File: src/rtl/sr_sched_pkg.sv
package sr_sched_pkg;

  typedef enum logic [1:0] {
    ST_RUN  = 2'd0,
    ST_SELF = 2'd1,
    ST_EXIT = 2'd2
  } sched_state_t;

  // ceiling division used to turn picosecond timings into clock counts
  function automatic int cdiv(input int num, input int den);
    return (num + den - 1) / den;
  endfunction

endpackage

File: src/rtl/sr_interval_timer.sv
module sr_interval_timer #(
  parameter int PERIOD = 780
) (
  input  logic clk,
  input  logic rst,
  input  logic run,
  output logic tick
);
  localparam int W = (PERIOD > 2) ? $clog2(PERIOD) : 1;
  localparam logic [W-1:0] LAST = W'(PERIOD - 1);

  logic [W-1:0] cnt_q;

  assign tick = run && (cnt_q == LAST);

  always_ff @(posedge clk) begin
    if (rst || !run) cnt_q <= '0;
    else if (tick)   cnt_q <= '0;
    else             cnt_q <= cnt_q + 1'b1;
  end

  // counter stays inside its period
  p_cnt_range_r2: assert property (@(posedge clk) disable iff (rst) cnt_q <= LAST);

endmodule

File: src/rtl/sr_owed_ctr.sv
module sr_owed_ctr #(
  parameter int MAX_OWED = 8,
  localparam int W = $clog2(MAX_OWED + 1)
) (
  input  logic         clk,
  input  logic         rst,
  input  logic         tick,
  input  logic         take,
  input  logic         clr,
  output logic [W-1:0] owed_q,
  output logic [W-1:0] owed_d
);
  localparam logic [W-1:0] CAP = W'(MAX_OWED);

  always_comb begin
    owed_d = owed_q;
    if (clr) begin
      owed_d = '0;
    end else if (tick && !take) begin
      if (owed_q != CAP) owed_d = owed_q + 1'b1;
    end else if (take && !tick) begin
      if (owed_q != '0) owed_d = owed_q - 1'b1;
    end
  end

  always_ff @(posedge clk) begin
    if (rst) owed_q <= '0;
    else     owed_q <= owed_d;
  end

  // debt never passes the cap
  p_owed_cap_r5: assert property (@(posedge clk) disable iff (rst) owed_q <= CAP);
  // a refresh is only taken when one is owed
  p_take_nonzero_r7: assert property (@(posedge clk) disable iff (rst) take |-> owed_q != '0);

endmodule

File: src/rtl/sr_recov_timer.sv
module sr_recov_timer #(
  parameter int CYC = 4
) (
  input  logic clk,
  input  logic rst,
  input  logic load,
  output logic busy_d
);
  localparam int W = $clog2(CYC + 1);
  localparam logic [W-1:0] LOADV = W'(CYC);

  logic [W-1:0] rem_q;
  logic [W-1:0] rem_d;

  always_comb begin
    if (load)              rem_d = LOADV;
    else if (rem_q != '0)  rem_d = rem_q - 1'b1;
    else                   rem_d = '0;
  end

  assign busy_d = (rem_d != '0);

  always_ff @(posedge clk) begin
    if (rst) rem_q <= '0;
    else     rem_q <= rem_d;
  end

  // remaining count never exceeds the recovery length
  p_rem_range_r6: assert property (@(posedge clk) disable iff (rst) rem_q <= LOADV);

endmodule

File: src/rtl/sdram_refresh_sched.sv
module sdram_refresh_sched
  import sr_sched_pkg::*;
#(
  parameter int CLK_PERIOD_PS = 20000,
  parameter int REFI_PS       = 15600000,
  parameter int TRFC_PS       = 67500,
  parameter int DEFER_THR     = 4,
  parameter int MAX_OWED      = 8
) (
  input  logic clk,
  input  logic rst,
  input  logic arb_gnt,
  input  logic sr_req,
  output logic ref_req,
  output logic ref_urgent,
  output logic sre_req,
  output logic cke,
  output logic sr_active,
  output logic cmd_block
);
  localparam int REFI_CYC = cdiv(REFI_PS, CLK_PERIOD_PS);
  localparam int TRFC_CYC = (cdiv(TRFC_PS, CLK_PERIOD_PS) < 1) ? 1 : cdiv(TRFC_PS, CLK_PERIOD_PS);
  localparam int OWED_W   = $clog2(MAX_OWED + 1);
  localparam logic [OWED_W-1:0] DEFER_V = OWED_W'(DEFER_THR);
  localparam logic [OWED_W-1:0] CAP_V   = OWED_W'(MAX_OWED);

  sched_state_t state_q, state_d;
  logic ref_req_q, ref_urgent_q, sre_req_q, cke_q, sr_active_q, cmd_block_q, drain_q;
  logic ref_req_d, drain_d, req_ok;
  logic gnt_ref, gnt_sre, exit_start, tick, busy_d;
  logic [OWED_W-1:0] owed_q, owed_d;

  assign gnt_ref    = arb_gnt && ref_req_q;
  assign gnt_sre    = arb_gnt && sre_req_q;
  assign exit_start = (state_q == ST_SELF) && !sr_req;

  sr_interval_timer #(.PERIOD(REFI_CYC)) u_tmr (
    .clk  (clk),
    .rst  (rst),
    .run  (state_q == ST_RUN),
    .tick (tick)
  );

  sr_owed_ctr #(.MAX_OWED(MAX_OWED)) u_owed (
    .clk    (clk),
    .rst    (rst),
    .tick   (tick),
    .take   (gnt_ref),
    .clr    (gnt_sre),
    .owed_q (owed_q),
    .owed_d (owed_d)
  );

  sr_recov_timer #(.CYC(TRFC_CYC)) u_rec (
    .clk    (clk),
    .rst    (rst),
    .load   (gnt_ref || exit_start),
    .busy_d (busy_d)
  );

  always_comb begin
    state_d = state_q;
    unique case (state_q)
      ST_RUN:  if (gnt_sre)    state_d = ST_SELF;
      ST_SELF: if (exit_start) state_d = ST_EXIT;
      ST_EXIT: if (!busy_d)    state_d = ST_RUN;
      default: state_d = ST_RUN;
    endcase
  end

  assign drain_d   = (state_d == ST_RUN) &&
                     ((owed_d >= DEFER_V) || (drain_q && owed_d != '0));
  assign req_ok    = (state_d == ST_RUN) && !busy_d;
  assign ref_req_d = req_ok && !sr_req && drain_d;

  always_ff @(posedge clk) begin
    if (rst) begin
      state_q      <= ST_RUN;
      drain_q      <= 1'b0;
      ref_req_q    <= 1'b0;
      ref_urgent_q <= 1'b0;
      sre_req_q    <= 1'b0;
      cke_q        <= 1'b1;
      sr_active_q  <= 1'b0;
      cmd_block_q  <= 1'b0;
    end else begin
      state_q      <= state_d;
      drain_q      <= drain_d;
      ref_req_q    <= ref_req_d;
      ref_urgent_q <= ref_req_d && (owed_d == CAP_V);
      sre_req_q    <= req_ok && sr_req;
      cke_q        <= (state_d != ST_SELF);
      sr_active_q  <= (state_d != ST_RUN);
      cmd_block_q  <= (state_d != ST_RUN) || busy_d;
    end
  end

  assign ref_req    = ref_req_q;
  assign ref_urgent = ref_urgent_q;
  assign sre_req    = sre_req_q;
  assign cke        = cke_q;
  assign sr_active  = sr_active_q;
  assign cmd_block  = cmd_block_q;

  // only one kind of request at a time
  p_req_excl_r8: assert property (@(posedge clk) disable iff (rst) !(ref_req_q && sre_req_q));
  // urgency only accompanies a live request
  p_urgent_req_r5: assert property (@(posedge clk) disable iff (rst) ref_urgent_q |-> ref_req_q);
  // a granted refresh opens a blocked window
  p_after_ref_r6: assert property (@(posedge clk) disable iff (rst)
    (arb_gnt && ref_req_q) |=> (cmd_block_q && !ref_req_q));
  // nothing is requested while the clock is disabled
  p_self_quiet_r8: assert property (@(posedge clk) disable iff (rst)
    !cke_q |-> (cmd_block_q && sr_active_q && !ref_req_q && !sre_req_q));
  // clock enable rises while commands are still held back
  p_cke_lead_r9: assert property (@(posedge clk) disable iff (rst) $rose(cke_q) |-> cmd_block_q);
  // an unrequested grant does not start a blocked window
  p_gnt_idle_r7: assert property (@(posedge clk) disable iff (rst)
    (arb_gnt && !ref_req_q && !sre_req_q && !cmd_block_q && !sr_req && state_q == ST_RUN && !tick)
    |=> !cmd_block_q);

endmodule

File: config.mk
export PLATFORM = sky130hd
export DESIGN_NAME = sdram_refresh_sched
export DESIGN_NICKNAME = d
export VERILOG_FILES = /design/src/rtl/sr_sched_pkg.sv /design/src/rtl/sr_interval_timer.sv /design/src/rtl/sr_owed_ctr.sv /design/src/rtl/sr_recov_timer.sv /design/src/rtl/sdram_refresh_sched.sv
export SDC_FILE = /design/constraint.sdc
export NUM_CORES = 1
export LEC_CHECK = 0
export BUFFER_PORTS_ARGS = -buffer_cell sky130_fd_sc_hd__buf_2
export CORE_MARGIN = 2
export CORE_UTILIZATION = 50
export DETAILED_ROUTE_END_ITERATION = 8
export GPL_ROUTABILITY_DRIVEN = 0
export HOLD_SLACK_MARGIN = 0.08
export PLACE_DENSITY = 0.77
export SKIP_LAST_GASP = 1
export SYNTH_ARGS = -nofsm -noshare
export SYNTH_HDL_FRONTEND = slang
export SYNTH_SLANG_ARGS = --single-unit
File: constraint.sdc
create_clock -name clk -period 2.5 [get_ports clk]
set_clock_uncertainty 0.15 [all_clocks]
set_input_delay 0.375 -clock clk [delete_from_list [all_inputs] [get_ports clk]]
set_output_delay 0.375 -clock clk [all_outputs]
set_load 0.005 [all_outputs]
==> flow_results.org <==
** Timing
- RSZ-0062 raised after global routing :: yes
- Final number of setup-violating endpoints :: 0
- The count of final max-slew check failures came to 0.
- Accumulated negative setup slack :: 0 ps
- The routed design could run at a clock period as short as around 2400 ps.
- Maximum frequency from static timing analysis :: 414.0 MHz
- Worst rel slew slack :: between 60 and 70%
- At the pin with the least slew margin, the transition time is between 500 and 600 ps.
- The worst path uses between 90 and 100% of the clock period.
- Minimum hold slack :: approximately 160 ps
- Number of hold violations in the final report :: 0
- Final setup slack of the worst path :: roughly 84 ps

** Yosys
- In this run, distinct cell masters in the synthesized netlist total between 40 and 50.
- Post-Synthesis Cell Area :: between 0.001 and 0.0015 mm^2
- After Yosys synthesis, full adders, half adders and majority gates account for ~4.4% of the synthesized area.
- Synthesis handed over a netlist of ~170 instances.
- Area fraction in compound gates after synthesis :: 14.41%
- sky130_fd_sc_hd__dfxtp_1 takes more of the synthesized area than any other cell.
- Average instance area after synthesis :: 8.630 um^2
- Most used standard cell by instance count after synthesis :: sky130_fd_sc_hd__dfxtp_1
- Top flip-flop cell by instance count after synthesis :: sky130_fd_sc_hd__dfxtp_1
- Top post-synthesis cells by area :: sky130_fd_sc_hd__dfxtp_1, sky130_fd_sc_hd__nor2_1, sky130_fd_sc_hd__a21oi_1
- Counting flops with an async set or reset pin after synthesis yields a share of 0%.
- Syn Nets :: about 180
- The commonest cells after synthesis are sky130_fd_sc_hd__dfxtp_1, sky130_fd_sc_hd__nor2_1, sky130_fd_sc_hd__a21oi_1.
- Share of the yosys chip area belonging to registers :: between 30% and 40%
- Number of flip-flops and latches in the synthesized netlist :: 26
- Of the total synthesized cell area, the portion taken by XOR and XNOR cells is 5.502%.
- After synthesis, the largest family of logic cells by area is simple AND/OR/NAND/NOR gates.
- After synthesis, the share of cell area in mux cells is 0%.
- Share of synthesized cell area in and, or, nand and nor gates :: about 33%
- The share of synthesized area in the top cell type comes to between 30% and 40%.
- Yosys warning total :: 0
- Number of enable-type register cells in the synthesized netlist :: 0

** Run
- Max-cap violations in this run came to 0.

** Hold path
- The path class of the tightest hold or removal check is input port to register.

** Placement
- Instance area after placement :: roughly 0.0015 mm^2
- Detailed-placement wirelength estimate :: around 2.2 mm
- Input/output buffers :: 9
- OpenSTA, run right after detailed placement, puts the worst setup slack at between 50 and 60 ps.
- Including well taps, the total number of placed cells is about 200.

** Floorplanning
- The floorplan step defined a die boundary enclosing about 0.0033 mm^2.
- Die extent in y :: approximately 58 um
- Site Rows :: 19
- Placeable core area :: 0.002734 mm^2
- Die X :: approximately 58 um
- Once the floorplan was initialized, standard cells occupied between 50% and 60% of the core.
- IO Count :: 10

** Global routing
- The initial antenna violation count is 0.
- Vias in the first global route :: 1226
- Entering global routing, the biggest net connects 15 pins.
- Congestion Overflow GR :: 0
- The first global-routing pass estimated 5.085 mm of wire.
- GRT Total Usage :: between 10% and 20%

** Clocking
- Clock-pin slew was measured on the worst setup and hold paths at about 140 ps.
- The tree is rooted in a sky130_fd_sc_hd__clkbuf_4.
- Skew-Pair Late Insertion Delay :: between 300 and 400 ps
- H-tree levels :: 1
- CTS tree :: done
- Clk sinks :: 26
- The clock passes through at most 2 buffers.
- TritonCTS Buffers :: 3

** Pwr
- Clock power share :: about 30%
- The completed layout was analyzed and its total power is ~0.7 mW.
- Across the VDD grid, the largest voltage drop is between 0.0003 and 0.0004 V.
- Internal power summed over all cells :: 0.5346 mW
- Power share of the sequential group :: approximately 62%
- Of the total power, the share spent switching nets is between 20% and 30%.
- For this design the ratio of total power to cell area is 446.3 mW/mm^2.
- Leak Pwr :: approximately 0.6 nW
- Sw Pwr :: roughly 0.16 mW
- Combinational cell fraction of total power :: around 7.8%

** Worst setup path
- CP required :: around 2600 ps
- Critical path fanouts, max :: 5
- Critical Path Sink Type :: register
- STA classifies the critical path startpoint as a register.
- Data on the critical path arrives at its endpoint at roughly 2500 ps.
- By startpoint and endpoint, the worst setup path is classified as register to register.

** Finish
- Post-route core utilization :: between 50% and 60%
- The finished cells cover between 0.0015 and 0.002 mm^2.
- From synthesis to final layout, the design area changed by 9.170%.
- Leaving out filler cells and counting taps, the final layout contains 207.
- At the end of the flow, the number of nets in the layout was ~190.
- The post-route netlist has ~22% of its cells at a drive strength greater than 1.
- Number of antenna cells inserted :: 0

** Drt
- Using the TritonRoute via totals, the vias-per-cell ratio works out to 5.942.
- Detailed-routing iteration count for the pre-antenna-repair pass :: 4
- Sum of routed wire length over all layers :: between 3 and 4 mm
- The detailed router placed 1230 vias in this run.
- DRC violations left :: 0
- Post-route ant nets :: 0
- Drt wl/cell :: 15.06 um
- Number of design-rule violations left by the first detailed-router iteration :: 106

** Run status
- Outcome :: completed
## logic make-up after synthesis
| group | Yosys count |
|---|---|
| AOI/OAI and AO/OA | 31 |
| xor gates and xnor gates | 9 |
| adders and majority gates | 5 |
| buffers and inverters | 16 |
| DFF | 26 |
| and+or+nand+nor | 79 |
## power by group through the flow
stage	logic [mW]	clock network, mW	registers, mW
floorplan	0.0419	0	0.442
global placement	0.0517	0	0.443
detailed placement	0.0533	0	0.443
CTS	0.0537	0.213	0.434
global route	0.0620	0.227	0.436
finish	0.0544	0.209	0.434
## area by class of cell
type                    count  area [um^2]
fillers                   234         1170
multi-input cells         125        859.6
flip-flops and latches     26        524.3
repair buffers             13        75.07
well taps                  31        38.79
clock buffers               4        36.28
inverters                   8        30.03
## worst paths after layout
check / start / endpoint / slack, ps / cells after the start
worst max-delay path: u_tmr.cnt_q[7] / ref_req / 80 / 6
worst max register to register: u_tmr.cnt_q[7] / ref_req / 80 / 6
worst min-delay path: sr_req / sre_req / 160 / 3
worst min register to register: u_tmr.cnt_q[0] / u_tmr.cnt_q[0] / 330 / 1
## worst max-delay path: stages, from the launching register on
cell and delay (ps):
sky130_fd_sc_hd__dfxtp_2 370, sky130_fd_sc_hd__or4b_4 590, sky130_fd_sc_hd__or4_4 540, sky130_fd_sc_hd__nand4_2 130
sky130_fd_sc_hd__nand4_2 120, sky130_fd_sc_hd__a221oi_2 310, sky130_fd_sc_hd__a21oi_1 100
## layout by cell type, fill, tap and decap left out, types with 2 or more instances in the layout
master                     synthesis  layout
sky130_fd_sc_hd__or3_1             3       3
sky130_fd_sc_hd__o211ai_1          4       4
sky130_fd_sc_hd__buf_2             0       9
sky130_fd_sc_hd__dfxtp_2           0       3
sky130_fd_sc_hd__xnor2_1           3       3
sky130_fd_sc_hd__nand2_1          12      12
sky130_fd_sc_hd__a21oi_1          13      13
sky130_fd_sc_hd__nand4b_1          3       3
sky130_fd_sc_hd__nand4_2           2       2
sky130_fd_sc_hd__buf_4             0       4
sky130_fd_sc_hd__inv_1             8       8
sky130_fd_sc_hd__and2_1            3       3
sky130_fd_sc_hd__and2b_2           2       2
sky130_fd_sc_hd__o21ai_0           4       4
sky130_fd_sc_hd__nor4_1            3       3
sky130_fd_sc_hd__xor2_1            6       6
sky130_fd_sc_hd__nand2b_1          3       3
sky130_fd_sc_hd__nor2_1           20      20
sky130_fd_sc_hd__nor3_1            4       4
sky130_fd_sc_hd__ha_1              5       5
sky130_fd_sc_hd__nand3_1           9       8
sky130_fd_sc_hd__or4_1             3       3
sky130_fd_sc_hd__clkbuf_4          1       3
sky130_fd_sc_hd__dfxtp_1          26      23
## sequential cells by signal (all words and copies together) (netlist names), 2 cells and up
register,flops
state_q,2
u_tmr.cnt_q,10
u_rec.rem_q,3
u_owed.owed_q,4
## what timing repair did
action                     in CTS  in global routing
resized for setup               0                  8
hold buffers                    0                  0
setup endpoints to repair       0                  4
buffers inserted                0                  1
## metal layers
layer | routed length, um | GRT usage, % | vias to the layer above
li1 | - | - | 617
met5 | 0 | 0 | -
met1 | 1400 | 23.06 | 573
met2 | 1531 | 34.42 | 34
met4 | 42 | 9.302 | 0
met3 | 143 | 2.721 | 6
Power figures use the tool's default switching activity.
